**config.mk**
```make
export PLATFORM = sky130hd
export DESIGN_NAME = uart_stat_irq
export DESIGN_NICKNAME = d
export VERILOG_FILES = /design/src/rtl/uart_si_pkg.sv /design/src/rtl/usi_fifo.sv /design/src/rtl/usi_line_stat.sv /design/src/rtl/usi_irq_ctrl.sv /design/src/rtl/uart_stat_irq.sv
export SDC_FILE = /design/constraint.sdc
export NUM_CORES = 2
export LEC_CHECK = 0
export BUFFER_PORTS_ARGS = -buffer_cell sky130_fd_sc_hd__buf_4
export CORE_MARGIN = 8
export CORE_UTILIZATION = 30
export DETAILED_ROUTE_END_ITERATION = 10
export PLACE_DENSITY = 0.4
export SLEW_MARGIN = 20
export SYNTH_ARGS = -nofsm -noshare
export SYNTH_HDL_FRONTEND = slang
export SYNTH_HIERARCHICAL = 1
export SYNTH_SLANG_ARGS = --single-unit
```
**constraint.sdc**
```tcl
create_clock -name clk -period 3.9 [get_ports clk]
set_input_delay 0.39 -clock clk [delete_from_list [all_inputs] [get_ports clk]]
set_output_delay 0.39 -clock clk [all_outputs]
set_load 0.005 [all_outputs]
```
**src/rtl/uart_si_pkg.sv**
```systemverilog
package uart_si_pkg;
  // word indices (bus_addr[5:2])
  localparam logic [3:0] IDX_DATA  = 4'd0;
  localparam logic [3:0] IDX_LSR   = 4'd1;
  localparam logic [3:0] IDX_MSR   = 4'd2;
  localparam logic [3:0] IDX_LCR   = 4'd3;
  localparam logic [3:0] IDX_MCR   = 4'd4;
  localparam logic [3:0] IDX_DIVL  = 4'd5;
  localparam logic [3:0] IDX_DIVH  = 4'd6;
  localparam logic [3:0] IDX_ISC   = 4'd7;
  localparam logic [3:0] IDX_TXCNT = 4'd8;
  localparam logic [3:0] IDX_RXCNT = 4'd9;

  // interrupt source order (flag bit i, enable bit i+NSRC)
  localparam int NSRC   = 4;
  localparam int SRC_TX = 0;
  localparam int SRC_RX = 1;
  localparam int SRC_LS = 2;
  localparam int SRC_MS = 3;

  // sticky error vector order; lands on line status bits 5:2
  localparam int ERR_PE  = 0;
  localparam int ERR_OE  = 1;
  localparam int ERR_FE  = 2;
  localparam int ERR_BRK = 3;
  localparam int NERR    = 4;
endpackage

```
**src/rtl/usi_fifo.sv**
```systemverilog
module usi_fifo #(
  parameter int DW    = 8,
  parameter int DEPTH = 128,
  parameter int CW    = $clog2(DEPTH + 1)
) (
  input  logic          clk,
  input  logic          rst_n,
  input  logic          flush,
  input  logic          push,
  input  logic [DW-1:0] push_data,
  input  logic          pop,
  output logic [DW-1:0] head,
  output logic [CW-1:0] count,
  output logic          full,
  output logic          empty
);
  localparam int AW = (DEPTH > 1) ? $clog2(DEPTH) : 1;
  localparam logic [AW-1:0] LAST = AW'(DEPTH - 1);

  logic [DW-1:0] mem [DEPTH];
  logic [AW-1:0] wp, rp;
  logic          push_ok, pop_ok;

  // a push is taken only into a queue that was not full at the cycle start
  assign push_ok = push & ~full & ~flush;
  assign pop_ok  = pop & ~empty & ~flush;
  assign full    = (count == CW'(DEPTH));
  assign empty   = (count == '0);
  assign head    = mem[rp];

  function automatic logic [AW-1:0] step(input logic [AW-1:0] p);
    return (p == LAST) ? '0 : p + 1'b1;
  endfunction

  always_ff @(posedge clk) begin
    if (push_ok) mem[wp] <= push_data;
  end

  always_ff @(posedge clk or negedge rst_n) begin
    if (!rst_n) begin
      wp    <= '0;
      rp    <= '0;
      count <= '0;
    end else if (flush) begin
      wp    <= '0;
      rp    <= '0;
      count <= '0;
    end else begin
      if (push_ok) wp <= step(wp);
      if (pop_ok)  rp <= step(rp);
      count <= count + CW'(push_ok) - CW'(pop_ok);
    end
  end
endmodule

```
**src/rtl/usi_line_stat.sv**
```systemverilog
module usi_line_stat import uart_si_pkg::*; #(
  parameter int MW = 4
) (
  input  logic            clk,
  input  logic            rst_n,
  input  logic            perr,
  input  logic            ferr,
  input  logic            brk,
  input  logic            ovr,
  input  logic            lsr_rd,
  input  logic [MW-1:0]   modem_in,
  input  logic            msr_rd,
  output logic [NERR-1:0] err,
  output logic [MW-1:0]   modem_q,
  output logic            ms_flag
);
  logic [NERR-1:0] hit;

  always_comb begin
    hit          = '0;
    hit[ERR_PE]  = perr;
    hit[ERR_OE]  = ovr;
    hit[ERR_FE]  = ferr;
    hit[ERR_BRK] = brk;
  end

  // clear-on-read, a strobe in the reading cycle wins
  always_ff @(posedge clk or negedge rst_n) begin
    if (!rst_n) begin
      err     <= '0;
      modem_q <= '0;
      ms_flag <= 1'b0;
    end else begin
      err     <= (lsr_rd ? '0 : err) | hit;
      modem_q <= modem_in;
      ms_flag <= (msr_rd ? 1'b0 : ms_flag) | (modem_in != modem_q);
    end
  end
endmodule

```
**src/rtl/usi_irq_ctrl.sv**
```systemverilog
module usi_irq_ctrl import uart_si_pkg::*; (
  input  logic            clk,
  input  logic            rst_n,
  input  logic            mask_we,
  input  logic [NSRC-1:0] mask_wdata,
  input  logic [NSRC-1:0] flags,
  output logic [NSRC-1:0] mask,
  output logic            irq
);
  logic [NSRC-1:0] hit;

  always_ff @(posedge clk or negedge rst_n) begin
    if (!rst_n)       mask <= '0;
    else if (mask_we) mask <= mask_wdata;
  end

  for (genvar i = 0; i < NSRC; i++) begin : g_src
    assign hit[i] = flags[i] & mask[i];
  end

  assign irq = |hit;
endmodule

```
**src/rtl/uart_stat_irq.sv**
```systemverilog
module uart_stat_irq import uart_si_pkg::*; #(
  parameter int FIFO_DEPTH = 128,
  parameter int DATA_W     = 8,
  parameter int MODEM_W    = 4,
  parameter int DIVL_W     = 16,
  parameter int DIVH_W     = 8,
  parameter int CTRL_W     = 8,
  localparam int CNT_W     = $clog2(FIFO_DEPTH + 1)
) (
  input  logic                     clk,
  input  logic                     rst_n,
  input  logic                     bus_sel,
  input  logic                     bus_wr,
  input  logic [5:0]               bus_addr,
  input  logic [31:0]              bus_wdata,
  output logic [31:0]              bus_rdata,
  input  logic                     rx_valid,
  input  logic [DATA_W-1:0]        rx_data,
  input  logic                     rx_perr,
  input  logic                     rx_ferr,
  input  logic                     rx_brk,
  output logic                     tx_valid,
  input  logic                     tx_ready,
  output logic [DATA_W-1:0]        tx_data,
  input  logic [MODEM_W-1:0]       modem_in,
  output logic [CTRL_W-1:0]        line_ctrl,
  output logic [CTRL_W-1:0]        modem_ctrl,
  output logic [DIVH_W+DIVL_W-1:0] baud_div,
  output logic                     irq
);
  logic             wr_en, rd_en;
  logic [3:0]       ridx;
  logic             tx_push, rx_pop, rx_flush, rx_ovr, lsr_rd, msr_rd;
  logic [CNT_W-1:0] rx_cnt, tx_cnt;
  logic             rx_full, rx_empty, tx_full, tx_empty;
  logic [DATA_W-1:0] rx_head;
  logic [NERR-1:0]  lsr_err;
  logic [MODEM_W-1:0] modem_q;
  logic             ms_flag;
  logic [NSRC-1:0]  flags, mask;
  logic [DIVL_W-1:0] div_lo;
  logic [DIVH_W-1:0] div_hi;
  logic [6:0]       lsr_val;
  logic             unused_bits;

  assign wr_en    = bus_sel & bus_wr;
  assign rd_en    = bus_sel & ~bus_wr;
  assign ridx     = bus_addr[5:2];
  assign tx_push  = wr_en && (ridx == IDX_DATA);
  assign rx_pop   = rd_en && (ridx == IDX_DATA);
  assign rx_flush = wr_en && (ridx == IDX_RXCNT);
  assign lsr_rd   = rd_en && (ridx == IDX_LSR);
  assign msr_rd   = rd_en && (ridx == IDX_MSR);
  assign rx_ovr   = rx_valid & rx_full & ~rx_flush;
  assign unused_bits = ^{bus_addr[1:0], bus_wdata[31:16]};

  usi_fifo #(.DW(DATA_W), .DEPTH(FIFO_DEPTH), .CW(CNT_W)) u_txq (
    .clk, .rst_n,
    .flush     (1'b0),
    .push      (tx_push),
    .push_data (bus_wdata[DATA_W-1:0]),
    .pop       (tx_ready),
    .head      (tx_data),
    .count     (tx_cnt),
    .full      (tx_full),
    .empty     (tx_empty)
  );
  assign tx_valid = ~tx_empty;

  usi_fifo #(.DW(DATA_W), .DEPTH(FIFO_DEPTH), .CW(CNT_W)) u_rxq (
    .clk, .rst_n,
    .flush     (rx_flush),
    .push      (rx_valid),
    .push_data (rx_data),
    .pop       (rx_pop),
    .head      (rx_head),
    .count     (rx_cnt),
    .full      (rx_full),
    .empty     (rx_empty)
  );

  usi_line_stat #(.MW(MODEM_W)) u_lstat (
    .clk, .rst_n,
    .perr     (rx_perr),
    .ferr     (rx_ferr),
    .brk      (rx_brk),
    .ovr      (rx_ovr),
    .lsr_rd   (lsr_rd),
    .modem_in (modem_in),
    .msr_rd   (msr_rd),
    .err      (lsr_err),
    .modem_q  (modem_q),
    .ms_flag  (ms_flag)
  );

  always_comb begin
    flags         = '0;
    flags[SRC_TX] = ~tx_full;
    flags[SRC_RX] = ~rx_empty;
    flags[SRC_LS] = |lsr_err;
    flags[SRC_MS] = ms_flag;
  end

  usi_irq_ctrl u_irq (
    .clk, .rst_n,
    .mask_we    (wr_en && (ridx == IDX_ISC)),
    .mask_wdata (bus_wdata[2*NSRC-1:NSRC]),
    .flags      (flags),
    .mask       (mask),
    .irq        (irq)
  );

  // control words
  always_ff @(posedge clk or negedge rst_n) begin
    if (!rst_n) begin
      line_ctrl  <= '0;
      modem_ctrl <= '0;
      div_lo     <= '0;
      div_hi     <= '0;
    end else if (wr_en) begin
      case (ridx)
        IDX_LCR:  line_ctrl  <= bus_wdata[CTRL_W-1:0];
        IDX_MCR:  modem_ctrl <= bus_wdata[CTRL_W-1:0];
        IDX_DIVL: div_lo     <= bus_wdata[DIVL_W-1:0];
        IDX_DIVH: div_hi     <= bus_wdata[DIVH_W-1:0];
        default: ;
      endcase
    end
  end
  assign baud_div = {div_hi, div_lo};

  assign lsr_val = {tx_empty, lsr_err, ~rx_empty, ~tx_full};

  always_comb begin
    bus_rdata = '0;
    if (rd_en) begin
      case (ridx)
        IDX_DATA:  bus_rdata = rx_empty ? '0 : 32'(rx_head);
        IDX_LSR:   bus_rdata = 32'(lsr_val);
        IDX_MSR:   bus_rdata = 32'(modem_q);
        IDX_LCR:   bus_rdata = 32'(line_ctrl);
        IDX_MCR:   bus_rdata = 32'(modem_ctrl);
        IDX_DIVL:  bus_rdata = 32'(div_lo);
        IDX_DIVH:  bus_rdata = 32'(div_hi);
        IDX_ISC:   bus_rdata = 32'({mask, flags});
        IDX_TXCNT: bus_rdata = 32'(tx_cnt);
        IDX_RXCNT: bus_rdata = 32'(rx_cnt);
        default:   bus_rdata = '0;
      endcase
    end
  end
endmodule

```
==> flow_metrics.py <==
metrics = {
    "cells_and_area": {
        "final_common_cell": "edfxtp_1",
        "area_growth_syn_to_layout_pct": 23.8,
        "final_nets": 5682,
        "drive_above_1_share": 0.290,
        "most-common-layout-cells": "edfxtp_1 (2048), buf_4 (593), mux2i_1 (518)",
        "fin_cells": 9556,
    },
    "placed_design": {
        "port_buffers": 106,
        "routabilityCongestion": 0.776,
        "dp_hpwl_um": 162000,
        "dp.cells": 8970,
    },
    "floorplanning": {
        "rows": 196,
        "dieArea_sq_um": 304000,
        "ios": 141,
        "die_h_um": 551,
        "die_w_um": 551,
        "floorplan.initialDensity": 0.302,
        "fp.coreArea_sq_um": 285000,
    },
    "detailed_routing": {
        "dr.pass1.iters": 5,
        "routed_wirelength_um": 264000,
        "drtIter0Drc": 3514,
        "final_antenna_net_count": 0,
        "viasPerCell": 4.90,
        "drc": 0,
        "vias": 46800,
        "wire_per_inst_um": 27.6,
    },
    "timing": {
        "final_hold_viol_count": 0,
        "setup-violations-final": 10,
        "slew_violations": 0,
        "relSlewSlack": 0.270,
        "fmax_mhz": 213,
        "layout_setup_ws_ps": -786,
        "fin_crit_sh": 1.20,
        "worst_slew_pin_slew_ps": 1100,
        "setup_tns_ps": -5430,
        "fin_crit_ps": 4690,
        "rsz0062_at_grt": "yes",
        "finalClockSkew_ps": 105,
    },
    "pwr": {
        "power_density_nw_per_um2": 534,
        "p_leak_nw": 34.3,
        "peakVddDrop_uv": 418,
        "power_mw": 56.9,
    },
    "grt": {
        "overflow": 0,
        "grt_max_degree": 133,
        "antenna_found_initial": 8,
        "grt_pass1_wl_um": 373000,
        "first_global_vias": 48000,
        "grtUsageTotal": 0.169,
    },
    "yosys": {
        "synth_cells": 4837,
        "yosys.area_share.adder": 0.00454,
        "synth_xor_area_frac": 0.00244,
        "synthMuxAreaShare": 0.148,
        "synth_compound_area_frac": 0.0296,
        "synth.distinct_cells": 76,
        "synth-simple-area-share": 0.0520,
        "postSynth.asyncResetShare": 0.0452,
        "synth_edf_count": 2048,
        "ys_seq_elements": 2145,
        "netlist_area_sq_um": 86000,
        "synth_ff_type": "edfxtp_1",
        "synth_warnings": 6,
        "synth-seq-area-share": 0.743,
        "synth_top_family_by_area": "multiplexers",
        "synth.avg_cell_area_sq_um": 17.8,
    },
    "cts": {
        "cts.htree.levels": 4,
        "clockBufferDepth": 4,
        "cts_tree": "built",
        "cts_root_buffer": "clkbuf_16",
        "numClockSinks": 2145,
        "clk_latency_ps": 910,
        "cts_inserted_buffers": 239,
        "clk_pin_slew_ps": 60,
    },
    "min_path": {
        "hold_path.class": "primary input to flip-flop",
    },
    "worst_setup_path": {
        "required_ps": 3510,
        "end_kind": "output pin",
        "crit_path_max_fanout": 12,
        "arrival_ps": 4300,
        "start_kind": "flip-flop",
        "crit_type": "flip-flop to output pin",
    },
    "status": {
        "status": "complete, but fails checks",
        "violations": "negative setup slack",
    },
    "flow_run": {
        "max_cap_viol_count": 0,
    },
}
==> flip-flops by register name (all words and copies together), names as in the netlist <==
| signal | count |
|---|---|
| div_lo | 16 |
| u_lstat/ms_flag | 1 |
| u_irq/mask | 4 |
| u_rxq/wp | 7 |
| line_ctrl | 8 |
| u_txq/wp | 7 |
| u_txq/mem | 1024 |
| modem_ctrl | 8 |
| u_txq/rp | 7 |
| div_hi | 8 |
| u_rxq/mem | 1024 |
| u_txq/count | 8 |
| u_rxq/count | 8 |
| u_lstat/modem_q | 4 |
| u_lstat/err | 4 |
| u_rxq/rp | 7 |
==> critical path, stage by stage (launching register included) <==
cell and delay (ps):
dfrtp_4 510, buf_12 150, buf_4 130, bufbuf_16 310
mux4_2 360, mux2i_1 70, buf_4 180, nand2_1 60
nand4_1 260, nand4_1 220, buf_6 160, nor2_1 50
nor3_1 140, a31oi_1 50, or3_1 360, a31oi_4 190
buf_4 150
==> kinds of logic (layout without fill, tap and decap cells) <==
kind of cell,Yosys count,in the layout
buffers and inverters,304,1236
XOR/XNOR,24,24
AND/OR/NAND/NOR,987,987
flip-flops,2145,2145
AO/OA/AOI/OAI,423,423
multiplexers,923,923
adder cells (fa/ha/maj),30,30
other,1,26
==> Yosys cell counts (28+ instances only) <==
cell type,instances,area [sq um]
edfxtp_1,2048,61500
mux2i_1,605,6060
nor2_1,492,1850
mux4_2,272,6130
nand2_1,177,664
o21ai_0,132,661
o22ai_1,124,776
dfrtp_1,97,2430
buf_2,87,435
clkbuf_1,80,300
a21oi_1,74,370
nor3_1,65,325
nand3_1,58,290
nand4_1,52,325
nor4_1,51,319
mux2_2,45,507
buf_4,43,323
buf_6,37,417
inv_1,35,131
nor2b_1,30,188
ha_1,28,350
==> per-layer routing <==
layer,up-vias,GRT usage,routed length (um)
li1,20700,-,-
met3,312,0.0223,10700
met4,0,0.0379,5970
met2,922,0.281,126000
met5,-,0,0
met1,24800,0.238,121000
==> where the power goes <==
group / switching [mW] / internal, mW / total (mW)
clock: 9.32 / 13.1 / 22.4
combinational: 4.68 / 3.93 / 8.60
sequential: 0.287 / 25.6 / 25.9
==> worst paths after layout <==
| path | start | endpoint | slack [ps] | depth (start not counted) |
|---|---|---|---|---|
| setup / recovery | u_rxq/rp[0] | bus_rdata[1] | -790 | 16 |
| max in group asynchronous | rst_n | u_txq/rp[2] | 2810 | 3 |
| setup reg to reg | u_txq/count[2] | u_txq/count[7] | 320 | 15 |
| hold reg to reg | u_lstat/err[1] | u_lstat/err[1] | 510 | 1 |
| hold / removal | bus_wdata[1] | u_txq/mem[49][1] | 50 | 1 |
| min in group asynchronous | rst_n | u_rxq/wp[4] | 90 | 2 |
==> stage by stage <==
stage	setup WS (ps)	instance area, sq um	hold slack, ps	util
floorplan	244	86100	94.4	-
global placement	-303	94500	491	0.331
detailed placement	-345	94500	495	0.331
CTS	-878	105000	15.4	0.369
global route	-917	106000	60.9	0.373
finish	-786	106000	46.9	0.373
==> final cells by class <==
cell class                      instances  area (sq um)
Inverter                               37           140
Timing Repair Buffer                  762          7650
Fill cell                           26500        179000
Antenna cell                            5          12.5
Tap cell                             3762          4710
Clock buffer                          301          6380
Sequential cell                      2145         64000
Clock inverter                        136          1390
Multi-Input combinational cell       2408         22200
==> repair_timing <==
item / 4_1_cts / 5_1_grt
hold buffers: 19 / 1
gates resized for setup: 311 / 162
pin swaps: 41 / 70
cloned: 26 / 4
buffers inserted: 54 / 43
endpoints found under the setup margin: 16 / 16
endpoints found under the hold margin: 62 / 1
No activity file was read; power rests on OpenSTA's default activity.
